## src/rtl/hostirq_pkg.sv

```systemverilog
package hostirq_pkg;
  localparam int DATA_W = 32;

  // word indices of the register map (byte address bits [4:2])
  localparam int IDX_CTL     = 0;
  localparam int IDX_MASK    = 1;
  localparam int IDX_PEND_M  = 2;
  localparam int IDX_PEND    = 3;
  localparam int IDX_CARD_ST = 4;
  localparam int IDX_DMA_ST  = 5;

  // bit positions the block's behaviour depends on
  localparam int IRQ_EN_BIT   = 4;
  localparam int CARD_IN_BIT  = 30;
  localparam int CARD_OUT_BIT = 31;
  localparam int PRESENT_BIT  = 8;
endpackage

```

## src/rtl/hostirq_ctl_reg.sv

```systemverilog
module hostirq_ctl_reg #(
  parameter int DW = 32,
  parameter int PULSE_W = 3,
  parameter logic [DW-1:0] RST_VAL = 32'h0000_0300
) (
  input  logic               clk_i,
  input  logic               rst_ni,
  input  logic               wr_i,
  input  logic [DW-1:0]      wdata_i,
  output logic [DW-1:0]      q_o,
  output logic [PULSE_W-1:0] pulse_o
);
  localparam logic [DW-1:0] PULSE_MASK = DW'((64'd1 << PULSE_W) - 1);

  always_ff @(posedge clk_i or negedge rst_ni) begin
    if (!rst_ni) begin
      q_o     <= RST_VAL & ~PULSE_MASK;
      pulse_o <= '0;
    end else begin
      if (wr_i) q_o <= wdata_i & ~PULSE_MASK;
      pulse_o <= wr_i ? wdata_i[PULSE_W-1:0] : '0;
    end
  end

  // a request pulse only ever follows a control write
  p_pulse_src_r9: assert property (@(posedge clk_i) disable iff (!rst_ni)
    (pulse_o != '0) |-> $past(wr_i))
    else $error("ctl pulse without write");
endmodule

```

## src/rtl/hostirq_w1c_reg.sv

```systemverilog
module hostirq_w1c_reg #(
  parameter int DW = 32,
  parameter logic [DW-1:0] RST_VAL  = '0,
  parameter logic [DW-1:0] W1C_MASK = '1
) (
  input  logic          clk_i,
  input  logic          rst_ni,
  input  logic          wr_i,
  input  logic [DW-1:0] wdata_i,
  input  logic [DW-1:0] set_i,
  input  logic [DW-1:0] hwclr_i,
  output logic [DW-1:0] q_o
);
  logic [DW-1:0] sw_clr;
  logic [DW-1:0] nxt;

  always_comb begin
    sw_clr = wr_i ? (wdata_i & W1C_MASK) : '0;
    // hardware clear beats hardware set beats software clear
    nxt = ((q_o & ~sw_clr) | set_i) & ~hwclr_i;
  end

  always_ff @(posedge clk_i or negedge rst_ni) begin
    if (!rst_ni) q_o <= RST_VAL;
    else         q_o <= nxt;
  end

  p_set_wins_r5: assert property (@(posedge clk_i) disable iff (!rst_ni)
    ((set_i & ~hwclr_i) != '0) |=>
      ((q_o & $past(set_i & ~hwclr_i)) == $past(set_i & ~hwclr_i)))
    else $error("set pulse lost");

  p_w1c_r4: assert property (@(posedge clk_i) disable iff (!rst_ni)
    wr_i |=> ((q_o & $past(wdata_i & W1C_MASK & ~set_i)) == '0))
    else $error("write-one-to-clear failed");

  p_hold_r8: assert property (@(posedge clk_i) disable iff (!rst_ni)
    (wr_i && set_i == '0 && hwclr_i == '0) |=>
      ((q_o & ~W1C_MASK) == $past(q_o & ~W1C_MASK)))
    else $error("protected bits changed by write");
endmodule

```

## src/rtl/hostirq_ctrl.sv

```systemverilog
module hostirq_ctrl
  import hostirq_pkg::*;
#(
  parameter int ADDR_W    = 5,
  parameter int PULSE_W   = 3,
  parameter int DMA_W1C_W = 10,
  parameter logic [DATA_W-1:0] CTL_RST  = 32'h0000_0300,
  parameter logic [DATA_W-1:0] STAT_RST = 32'h0000_0100
) (
  input  logic              clk,
  input  logic              rst_n,
  input  logic              reg_wr,
  input  logic [ADDR_W-1:0] reg_addr,
  input  logic [31:0]       reg_wdata,
  output logic [31:0]       reg_rdata,
  input  logic [31:0]       raw_set,
  input  logic [31:0]       dma_set,
  input  logic              card_insert,
  input  logic              card_remove,
  output logic [PULSE_W-1:0] ctl_pulse,
  output logic              irq
);
  localparam int IDX_W = ADDR_W - 2;
  localparam logic [DATA_W-1:0] IN_HOT   = DATA_W'(1) << CARD_IN_BIT;
  localparam logic [DATA_W-1:0] OUT_HOT  = DATA_W'(1) << CARD_OUT_BIT;
  localparam logic [DATA_W-1:0] PRES_HOT = DATA_W'(1) << PRESENT_BIT;
  localparam logic [DATA_W-1:0] DMA_CLR_MASK = DATA_W'((64'd1 << DMA_W1C_W) - 1);

  logic [IDX_W-1:0]  idx;
  logic              unused_addr_lsb;
  logic              wr_ctl, wr_mask, wr_pend, wr_card, wr_dma;
  logic              ev_in, ev_out;
  logic [DATA_W-1:0] pend_set, pend_hwclr, card_set, card_hwclr;
  logic [DATA_W-1:0] ctl_q, mask_q, pend_q, card_q, dma_q;

  assign idx             = reg_addr[ADDR_W-1:2];
  assign unused_addr_lsb = &{1'b0, reg_addr[1:0]};

  assign wr_ctl  = reg_wr && (idx == IDX_W'(IDX_CTL));
  assign wr_mask = reg_wr && (idx == IDX_W'(IDX_MASK));
  assign wr_pend = reg_wr && ((idx == IDX_W'(IDX_PEND_M)) || (idx == IDX_W'(IDX_PEND)));
  assign wr_card = reg_wr && (idx == IDX_W'(IDX_CARD_ST));
  assign wr_dma  = reg_wr && (idx == IDX_W'(IDX_DMA_ST));

  // insertion wins a tie so the two presence events stay exclusive
  assign ev_in  = card_insert;
  assign ev_out = card_remove & ~card_insert;

  always_comb begin
    pend_set   = (raw_set & ~(IN_HOT | OUT_HOT))
               | (ev_in ? IN_HOT : '0) | (ev_out ? OUT_HOT : '0);
    pend_hwclr = (ev_in ? OUT_HOT : '0) | (ev_out ? IN_HOT : '0);
    card_set   = ev_in  ? PRES_HOT : '0;
    card_hwclr = ev_out ? PRES_HOT : '0;
  end

  hostirq_ctl_reg #(.DW(DATA_W), .PULSE_W(PULSE_W), .RST_VAL(CTL_RST)) u_ctl (
    .clk_i(clk), .rst_ni(rst_n), .wr_i(wr_ctl), .wdata_i(reg_wdata),
    .q_o(ctl_q), .pulse_o(ctl_pulse)
  );

  hostirq_w1c_reg #(.DW(DATA_W), .RST_VAL('0), .W1C_MASK('1)) u_pend (
    .clk_i(clk), .rst_ni(rst_n), .wr_i(wr_pend), .wdata_i(reg_wdata),
    .set_i(pend_set), .hwclr_i(pend_hwclr), .q_o(pend_q)
  );

  hostirq_w1c_reg #(.DW(DATA_W), .RST_VAL(STAT_RST), .W1C_MASK('1)) u_card (
    .clk_i(clk), .rst_ni(rst_n), .wr_i(wr_card), .wdata_i(reg_wdata),
    .set_i(card_set), .hwclr_i(card_hwclr), .q_o(card_q)
  );

  hostirq_w1c_reg #(.DW(DATA_W), .RST_VAL('0), .W1C_MASK(DMA_CLR_MASK)) u_dma (
    .clk_i(clk), .rst_ni(rst_n), .wr_i(wr_dma), .wdata_i(reg_wdata),
    .set_i(dma_set), .hwclr_i('0), .q_o(dma_q)
  );

  always_ff @(posedge clk or negedge rst_n) begin
    if (!rst_n)       mask_q <= '0;
    else if (wr_mask) mask_q <= reg_wdata;
  end

  always_comb begin
    case (idx)
      IDX_W'(IDX_CTL):     reg_rdata = ctl_q;
      IDX_W'(IDX_MASK):    reg_rdata = mask_q;
      IDX_W'(IDX_PEND_M):  reg_rdata = pend_q & mask_q;
      IDX_W'(IDX_PEND):    reg_rdata = pend_q;
      IDX_W'(IDX_CARD_ST): reg_rdata = card_q;
      IDX_W'(IDX_DMA_ST):  reg_rdata = dma_q;
      default:             reg_rdata = '0;
    endcase
  end

  assign irq = ctl_q[IRQ_EN_BIT] & (|(pend_q & mask_q));

  p_irq_gate_r3: assert property (@(posedge clk) disable iff (!rst_n)
    !ctl_q[IRQ_EN_BIT] |-> !irq)
    else $error("irq without global enable");

  p_card_excl_r6: assert property (@(posedge clk) disable iff (!rst_n)
    !(pend_q[CARD_IN_BIT] && pend_q[CARD_OUT_BIT]))
    else $error("both card events pending");

  p_present_r6: assert property (@(posedge clk) disable iff (!rst_n)
    card_insert |=> (card_q[PRESENT_BIT] && pend_q[CARD_IN_BIT]))
    else $error("insert not recorded");

  p_masked_view_r2: assert property (@(posedge clk) disable iff (!rst_n)
    (idx == IDX_W'(IDX_PEND_M)) |-> ((reg_rdata & ~mask_q) == '0))
    else $error("masked view leaks disabled bit");
endmodule

```

## config.mk

```make
export PLATFORM = sky130hd
export DESIGN_NAME = hostirq_ctrl
export DESIGN_NICKNAME = d
export VERILOG_FILES = /design/src/rtl/hostirq_pkg.sv /design/src/rtl/hostirq_ctl_reg.sv /design/src/rtl/hostirq_w1c_reg.sv /design/src/rtl/hostirq_ctrl.sv
export SDC_FILE = /design/constraint.sdc
export NUM_CORES = 1
export LEC_CHECK = 0
export ABC_AREA = 1
export BUFFER_PORTS_ARGS = -buffer_cell sky130_fd_sc_hd__clkbuf_2
export CAP_MARGIN = 5
export CORE_ASPECT_RATIO = 0.75
export CORE_MARGIN = 2
export CORE_UTILIZATION = 45
export DETAILED_ROUTE_END_ITERATION = 12
export HOLD_SLACK_MARGIN = 0.06
export PLACE_DENSITY = 0.74
export SYNTH_ARGS = -nofsm -noshare
export SYNTH_HDL_FRONTEND = slang
export SYNTH_SLANG_ARGS = --single-unit
```

## constraint.sdc

```tcl
create_clock -name clk -period 1.1 [get_ports clk]
set_clock_uncertainty 0.05 [all_clocks]
set_input_delay 0.11 -clock clk [delete_from_list [all_inputs] [get_ports clk]]
set_output_delay 0.11 -clock clk [all_outputs]
set_load 0.01 [all_outputs]
```

==> Yosys cells after proc, flatten, opt, wreduce, memory -nomap -nowiden <==
Index checks and enable logic that the tools add are counted.
{ "op_classes": {"muxes": 11, "n_eq_ne": 5, "reduce_logical": 8, "n_bitwise": 20} }
{ "ops": {"columns": ["operator", "count"], "rows": [
  ["32-bit bitwise AND", 6],
  ["32-bit case mux with 6 select lines", 1],
  ["32-bit 2-to-1 mux", 4],
  ["32-bit inverter", 4],
  ["32-bit bitwise OR", 2],
  ["31-bit 2-to-1 mux", 2],
  ["9-bit inverter with 32-bit output", 1],
  ["31-bit by 32-bit bitwise OR with 32-bit output", 1],
  ["32-bit by 31-bit bitwise OR with 32-bit output", 1],
  ["32-bit by 9-bit bitwise OR with 32-bit output", 1],
  ["32-bit OR reduction", 1],
  ["30-bit by 31-bit bitwise OR with 31-bit output", 1],
  ["9-bit 2-to-1 mux", 2],
  ["10-bit 2-to-1 mux", 1],
  ["3-bit by 2-bit == test with 1-bit output, second input constant", 2],
  ["3-bit == test, second input constant", 2],
  ["1-bit logical AND", 5],
  ["3-bit by 1-bit == test with 1-bit output, second input constant", 1],
  ["3-bit logical NOT", 1],
  ["3-bit 2-to-1 mux", 1],
  ["1-bit bitwise AND", 2],
  ["1-bit logical OR", 1],
  ["1-bit inverter", 1]
]} }
{ "totals": {"register_bits": 160, "input_bits": 106, "out_inout_bits": 36} }

==> Longest topological paths before layout <==
Gate-level depths: netlist of run 1.
{ "logic_depth": {"depth_word": 8, "depth_mapped": 9} }

==> Hierarchy <==
Synthesis of run 1 repeated with hierarchy kept, for this count alone.
{ "hier_totals": {"cells_unflattened": 1053, "hier_area_um2": 8166.6} }
{ "modules_own_cells": {"columns": ["mod", "instances", "seq_area_each_um2", "area_per_inst_um2", "cells_each"], "rows": [
  ["hostirq_ctrl", 1, 800.8, 2986.6, 473],
  ["hostirq_w1c_reg at u_card", 1, 802.0, 1378.8, 163],
  ["hostirq_w1c_reg at u_pend", 1, 800.8, 1377.6, 163],
  ["hostirq_ctl_reg", 1, 803.3, 1236.2, 137],
  ["hostirq_w1c_reg at u_dma", 1, 800.8, 1187.4, 117]
]} }

==> Worst setup path after synthesis of run 1 <==
OpenSTA, ideal clock, no wires.
{ "synth_path": {"path_type": "input -> output", "startpoint": "in reg_addr[2]", "endpoint": "out reg_rdata[23]", "t_required_ns": 0.940, "path_buffers": 2, "setup_slack_ns": -0.017, "cell_stages": 8, "arrival_time_ns": 0.957, "path_cell_list": "buf_2 -> nor2_1 -> nand2_1 -> inv_2 -> buf_4 -> nand2_1 -> and3_1 -> nand3_1"} }
{ "synth_via": {"elab_chain_cells": 2, "elab_cells_between_ends": 7, "classes_between": "eq/ne (5); mux (1); reduce/logical (1)"} }
{ "synth_rtl": {"columns": ["element", "line", "text"], "rows": [
  ["start, declared", "hostirq_ctrl.sv:13", "input logic [ADDR_W-1:0] reg_addr,"],
  ["3-bit == test (tied with other cells)", "hostirq_ctrl.sv:83", "case (idx)"],
  ["32-bit case mux with 6 select lines (*)", "hostirq_ctrl.sv:83", null],
  ["end, declared", "hostirq_ctrl.sv:15", "output logic [31:0] reg_rdata,"]
]} }
Mark *: on every way between the ends. The rest lies on a longest branch, timed or not.

==> Final worst setup path of run 1 <==
{ "layout_path": {"startpoint": "reg u_pend.q_o[18]", "endpoint": "out irq"} }
{ "layout_via": {"elab_chain_cells": 3} }
{ "layout_rtl": {"columns": ["element", "line", "text"], "rows": [
  ["start, declared", "hostirq_w1c_reg.sv:12", "output logic [DW-1:0] q_o"],
  ["start signal, assigned", "hostirq_w1c_reg.sv:25", "else q_o <= nxt;"],
  ["32-bit bitwise AND", "hostirq_ctrl.sv:94", "assign irq = ctl_q[IRQ_EN_BIT] & (|(pend_q & mask_q));"],
  ["32-bit OR reduction", "hostirq_ctrl.sv:94", null],
  ["1-bit bitwise AND", "hostirq_ctrl.sv:94", null],
  ["end, declared", "hostirq_ctrl.sv:21", "output logic irq"]
]} }
No other way between the ends.

==> results.md, run 1 <==
- The run finished, with violations left.
- The checks that failed: setup timing.
- At the pin with the least slew margin, the transition time is 409.0 ps.
- The proportion of total power due to net switching is 27.29%.
- The maximum number of pins on one net before global-route repair is 45.
- For this design the ratio of total power to cell area is 1492 mW/mm2.
- The final net count is between 1000 and 1500.
- For this run, the leading register cell type out of synthesis is sky130_fd_sc_hd__dfrtp_1.
- The worst voltage drop across the vdd grid is 0.9451 mV.
- Timing would allow up to 0.5976 GHz.
- The HPWL after detailed placement is approximately 14000 um.
- Per report_power, the combinational group accounts for 20.7% of the total.
- The average instance in the mapped netlist occupies 8.482 um2.
- The core area is 0.01542 mm2.
- The kind of launch point of the worst setup path is a register.
- The path class of the tightest hold or removal check is primary input to async pin.
- Setup repair after global routing could not meet its margin everywhere.
- Global routing consumed, on the met3 layer, around 6% of the routing resources.
- The total iterations of the first detailed-routing run is 5.
- The post-synthesis cell count is 847.
- The data arrival at the endpoint of the critical path is roughly 1500 ps.
- The clock latency at the later pin of the worst-skew pair is around 420 ps.
- The worst pin sits at a relative slew slack of 72.73%.
- The final instance area is 0.01106 mm2.
- The clock buffer count from CTS is 17.
- The total congestion overflow after global routing is 0.
- The floorplan step set the die height to 113.4 um.
- Input and output buffers added on the ports amount to 137.
- CTS saw 160 sinks.
- In the global route stage, met1 resource usage came out at 38.74%.
- The number of failing hold endpoints at the final stage is 0.
- The number of synthesized flops with an enable pin is 0.
- Traced cell by cell, the critical path runs through nand2_2, nand2_2, nor2_4, nand2_2, nor2_2, a21oi_2, buf_2.
- Setup slack on the worst reg-to-reg path comes out at 180 ps.
- The effective utilization at floorplan is 46.59%.
- The tool flagged a number of max-cap violations equal to 0.
- Global routing used 45.60% of the available met2 tracks.
- The number of filler cells placed in the layout is 1124.
- The cell repeated most along the worst path is sky130_fd_sc_hd__nand2_2.
- In this run the critical register-to-register path is launched from mask_q[26].
- The TritonCTS clock tree is built.
- The per-cell via count in the routed design is 5.165.
- Clock-pin slew was measured on the worst setup and hold paths at 70 ps.
- In this run the most used layer during global routing was met2.
- The share of total power dissipated in sequential elements is between 40% and 50%.
- The number of cells on the worst reg-to-reg path is 4.
- The synthesized cell area is around 0.0072 mm2.
- The master cell of the clock root buffer is sky130_fd_sc_hd__clkbuf_16.
- The clock share of power is between 30% and 40%.
- The antenna diode count is 0.
- The final setup slack of the worst path is -573.2 ps.
- In the finished design, the share of the clock period the worst path needs comes to 152.1%.
- The first global-routing pass estimated ~37000 um of wire.
- Summed over all nets, the switching power comes to 4503 uW.
- The sort of element at the end of the critical path is a primary output.
- Summing all placed instances gives a cell area of 0.008851 mm2.
- During synthesis, Yosys emitted a total of 0 warnings.
- Setup violations remaining at the end of the flow were counted as 33.
- The total vias in the final route is 7128.
- The sequential area share after synthesis is 55.78%.
- The critical path class is register to primary output.
- From synthesis to final layout, the design area changed by 53.88%.
- Cell internal power was estimated by the tool at 12000 uW.
- In this run the critical register-to-register path is captured at mask_q[26].
- The width of the die is 149.9 um.
- In the global route stage, overall resource usage came out at 28.16%.
- The area of the die is around 0.017 mm2.
- The number of cell rows is 39.
- The number of different library cells in the post-synthesis netlist is 25.
- The residual antenna-violating net count after detailed routing is 0.
- The max-slew violation total from the final report came to 0.
- The remaining design rule violation count is 0.
- The largest single stage delay on the critical path is roughly 400 ps.
- For the worst setup path, the data required time is around 940 ps.
- After detailed routing, the average wire length per cell comes to 16.92 um.
- In this run, synthesis produced a sequential element count of 160.
- The number of antenna violations at the first check in global routing is 0.
- Counting along the longest clock path gives a buffer depth of 2.
- Counting every net in the synthesized netlist gives 953.
- Counting flops with an async set or reset pin after synthesis yields a share of 100.0%.
- For this block, the initial DRC count from the detailed router was 661.
- The largest individual stage delay along the critical path comes from the cell sky130_fd_sc_hd__dfrtp_1.
- The via count of the first global-routing pass is 7266.
- The depth of the CTS H-tree is 4.
- Hold is met by 77.88 ps.
- The final layout contains routed wiring with a total length of roughly 23000 um.
- The final estimated routing congestion in global placement is 0.8264.
- The leakage power figure is 0.005561 uW.
- Cells fill a little over 70% of the core in the end.
- For the finished layout, the period the worst path requires is 1673 ps.
- The number of top-level pins is 142.
- The maximum net fanout on the critical path is 2.
- The fraction of layout cells with a size suffix above 1 is 32.68%.
## layout by cell type (no fill, tap or decap), types with 10 or more instances in the layout
cell	count
sky130_fd_sc_hd__a22oi_1	11
sky130_fd_sc_hd__a2bb2oi_2	15
sky130_fd_sc_hd__buf_12	15
sky130_fd_sc_hd__buf_2	10
sky130_fd_sc_hd__buf_4	52
sky130_fd_sc_hd__buf_6	41
sky130_fd_sc_hd__clkbuf_16	17
sky130_fd_sc_hd__clkbuf_2	118
sky130_fd_sc_hd__dfrtp_1	157
sky130_fd_sc_hd__dlygate4sd3_1	97
sky130_fd_sc_hd__inv_1	108
sky130_fd_sc_hd__nand2_1	225
sky130_fd_sc_hd__nand2_2	23
sky130_fd_sc_hd__nand3_1	14
sky130_fd_sc_hd__nand3_2	15
sky130_fd_sc_hd__nor2_4	14
sky130_fd_sc_hd__o211ai_1	15
sky130_fd_sc_hd__o21ai_0	92
sky130_fd_sc_hd__o21ai_1	45
sky130_fd_sc_hd__or2_2	22
## metrics by stage
stage          TNS (ps)  instances  setup WS (ps)  power, uW
5_1_grt          -17610       1380         -628.5      17180
3_5_place_dp     -32550       1242         -289.2       9314
3_3_place_gp     -26410       1242         -246.5       9242
2_1_floorplan    -10.05        847         -10.05       7940
4_1_cts          -15640       1377         -593.0      16170
6_report         -15540       1380         -573.2      16500
## cell usage after synthesis, drive strengths merged (8+ instances only)
library cell | number | area share (%)
a2bb2oi | 17 | 2.1
buf | 30 | 2.3
or2 | 22 | 1.9
nand3 | 29 | 2.0
o21ai | 137 | 9.5
a22oi | 18 | 1.9
nor2 | 32 | 1.8
o211ai | 15 | 1.6
inv | 112 | 5.9
nand2 | 250 | 13
dfrtp | 157 | 55
and3 | 8 | 0.70
## state kept, by name, summed over array words and instances, names as in the netlist
register,cells
u_pend.q_o,32
u_card.q_o,32
mask_q,32
u_dma.q_o,32
u_ctl.pulse_o,3
u_ctl.q_o,29
## timing repair
| action | in CTS | in global routing |
|---|---|---|
| gates resized for setup | 63 | 87 |
| hold buffers | 97 | 0 |
| pin swaps | 38 | 50 |
| buffers inserted | 6 | 4 |
| hold endpoints to repair | 320 | 0 |
| setup endpoints to repair | 33 | 34 |
## metal layers
metal | part of all wire (%) | vias to the layer above | wire [um]
met1 | 43 | 3437 | 10140
met3 | 6.9 | 39 | 1617
met4 | 1.9 | 0 | 448
met2 | 48 | 292 | 11140
met5 | 0 | - | 0
li1 | - | 3360 | -
## cells by family after synthesis
kind of cell    after synthesis  synth area share [%]
simple gates                347                 20.38
compound gates              191                 15.34
buf+inv                     149                 8.499
flops                       160                 55.78
## power groups by stage
| stage | combinational, uW | clock, uW | sequential, uW |
|---|---|---|---|
| 6_report | 3420 | 6350 | 6720 |
| 5_1_grt | 3730 | 6670 | 6780 |
| 4_1_cts | 3080 | 6390 | 6700 |
| 3_5_place_dp | 2550 | 0 | 6760 |
| 3_3_place_gp | 2500 | 0 | 6740 |
| 2_1_floorplan | 1180 | 0 | 6760 |
## how the worst max path moves through the flow
stage,from,endpoint,slack [ps],cells past startpoint
floorplan,reg_addr[2],reg_rdata[23],-10,8
global placement,reg_addr[2],reg_rdata[9],-250,9
detailed placement,reg_addr[2],u_card.q_o[29],-290,9
CTS,mask_q[11],reg_rdata[11],-590,5
global route,mask_q[18],irq,-630,7
finish,u_pend.q_o[18],irq,-570,7
## worst max-delay path, delay by kind of cell, from the launching register on
| kind | cells | cell delay, ps |
|---|---|---|
| simple gates | 5 | 460 |
| flops | 1 | 400 |
| buf+inv | 1 | 140 |
| compound gates | 1 | 80 |
## area by class of cell
class	instances	area (um2)	area share [%]
clock buffer	21	450.4	4.074
clock inverter	11	180.2	1.630
inverter	112	420.4	3.803
multi-input combinational	538	2977	26.92
sequential	160	4008	36.25
tap	205	256.5	2.320
timing repair buffer	333	2764	25.00
Note: power is estimated with default switching activity, not from simulation.
==> inputs of run 2 (changes only) <==
CAP_MARGIN = 25   (was 5)
clock period = 1.5 ns   (was 1.1 ns; I/O delays follow)
==> results.md, run 2 (synthesized netlist as in run 1, its figures left out) <==
- The total congestion overflow after global routing is 0.
- The worst-case IR drop observed on VDD is 0.6785 mV.
- Max-cap violations in this run came to 0.
- The master cell of the clock root buffer is sky130_fd_sc_hd__clkbuf_16.
- TritonCTS built the clock tree.
- Setup repair after global routing could not meet its margin everywhere.
- In the layout the commonest cells are sky130_fd_sc_hd__nand2_1 (236), sky130_fd_sc_hd__dfrtp_1 (157), sky130_fd_sc_hd__clkbuf_2 (124).
- The signed area change from the synthesized netlist to the final layout is 49.95%.
- The number of failing hold endpoints at the final stage came to 0.
- The count of port buffers added during placement is approximately 140.
- The shortest clock period the worst path allows after layout is around 1700 ps.
- During I/O placement, the number of pins put on the boundary was 142.
- In the final timing run, aggregate negative setup slack is -3259 ps.
- For the worst-skew pair, the clock arrives at the later sink with an insertion delay of about 430 ps.
- The width of the die is 149.9 um.
- Setup violations remaining at the end of the flow were counted as 31.
- In the final routed layout, each cell accounts on average for 16.65 um.
- The maximum number of buffers from clock root to sink is 2.
- The floorplan step set the die height to 113.4 um.
- The first global-routing pass estimated 36070 um of wire.
- The kind of launch point of the worst setup path is a register.
- In the final layout, the share of cells above drive strength 1 is 28.08%.
- Clock-pin slew was measured on the worst setup and hold paths at approximately 60 ps.
- Summed over all nets, the half-perimeter wirelength after detailed placement is 13110 um.
- Entering global routing, the biggest net connects 44 pins.
- After layout, the worst setup slack is -232.8 ps.
- Measured against its own limit, the worst slew margin works out to between 70% and 80%.
- At the end of routability-driven placement, the weighted congestion stood at 0.7826.
- The slowest stage of the critical path belongs to the cell sky130_fd_sc_hd__dfrtp_1.
- The path type of the worst min-delay path is primary input to async pin.
- For this block, the via count after detailed routing is roughly 7000.
- In this run the number of H-tree levels came out at 4.
- The final net count is ~1300.
- Measured in cells, the most critical reg-to-reg path has a length of 4.
- The remaining design rule violation count is 0.
- The family with the most delay on the worst path is simple AND/OR/NAND/NOR gates.
- The total area inside the core boundary comes to roughly 0.015 mm2.
- The max-slew violation total from the final report is 0.
- The checks that failed: setup timing.
- The share of the clock period used by the worst path is 115.5%.
- The worst setup path is captured at a primary output.
- The residual antenna-violating net count after detailed routing is 0.
- In this run the static leakage power is roughly 0.0054 uW.
- The buffers plus inverters on the worst setup path is 1.
- Including well taps, the total number of placed cells is between 1000 and 1500.
- The first detailed-routing pass ran for 5 iterations.
- For this run, the top clock speed supported by timing is 0.5771 GHz.
- After the first detailed-routing iteration, the DRC count stood at 578.
- The critical path goes through nand2_1, nand2_2, nor2_2, nand2_1, nor2_2, a21oi_2, clkbuf_2.
- At the pin with the least slew margin, the transition time is 343.9 ps.
- At the worst endpoint, the arrival time is 1530 ps.
- The longest individual stage delay on the worst path is 400 ps.
- The per-cell via count in the routed design is 5.127.
- After layout, the design draws a total of 12180 uW.
- The filler cells instantiated in the layout total 1175.
- In this run the worst path has a maximum fanout of 3.
- The data required time at the worst endpoint is between 1000 and 1500 ps.
- The die covers 0.01700 mm2.
- The run finished, with violations left.
- Global routing used ~27% of the available tracks.
- The worst register-to-register path has a setup slack of 90 ps.
- For this configuration, the core starts out at a cell density of 46.59%.
- The library cell used most frequently in the layout, excluding fill and tap cells, is sky130_fd_sc_hd__nand2_1.
- Counting the buffers created by CTS gives 17.
- By startpoint and endpoint, the worst setup path is classified as register to primary output.
- The CTS sink count is 160.
- The detailed-route wire length is ~23000 um.
- The areal power density over the cells is 1131 mW/mm2.
- The setup slack after placement is approximately 0.35 ps.
- The endpoint of the worst register-to-register path is u_pend.q_o[14].
- The number of antenna violations at the first check in global routing was 1.
- The post-layout instance count excluding filler cells is 1367.
- The initialized floorplan defines 39 standard-cell rows.
- The via count of the first global-routing pass was 7040.
- The worst register-to-register path begins at u_pend.q_o[14].
[run 2: layout make-up]
cell class	instances	area [um2]	area share, %
Clock inverter	12	230.2	2.137
Inverter	112	420.4	3.902
Timing Repair Buffer	319	2579	23.94
Multi-Input combinational cell	538	2830	26.27
Clock buffer	20	446.7	4.146
Antenna cell	1	2.502	0.02323
Tap cell	205	256.5	2.381
Sequential cell	160	4008	37.20
[run 2: per-layer routing]
metal  vias to the layer above  wire length (um)  global-route usage (%)
met2                       275             11040                   45.91
met5                         -                 0                       0
li1                       3318                 -                       -
met1                      3388              9895                   36.73
met3                        27              1511                   4.960
met4                         0               314                   8.050
[run 2: report_power, final]
group          total (uW)  switching (uW)  internal (uW)
logic                2240            1140           1100
clock network        4990            1810           3180
registers            4950             277           4670
total               12200            3220           8960
[run 2: worst max-delay path by stage]
stage | start | to | cells after the start
global route | mask_q[5] | irq | 7
global placement | reg_addr[2] | reg_rdata[22] | 9
floorplan | reg_addr[2] | reg_rdata[23] | 8
CTS | mask_q[28] | irq | 7
finish | u_pend.q_o[5] | irq | 7
detailed placement | reg_addr[2] | reg_rdata[31] | 9
[run 2: metrics by stage]
step                      instance area [um2]  hold slack (ps)  utilization (%)
final                                   10770            137.9            69.86
after global routing                    10770            162.2            69.86
after CTS                               10410            154.8            67.53
after detailed placement                 8328            14.43            54.01
after global placement                   8328            18.39            54.01
after floorplan                          7184           -195.6                -
[run 2: repair_timing]
item | 4_1_cts | 5_1_grt
pin swaps | 23 | 27
endpoints found under the hold margin | 310 | 0
gates resized for setup | 25 | 74
endpoints found under the setup margin | 30 | 43
hold buffers | 117 | 0
buffers inserted | 18 | 20
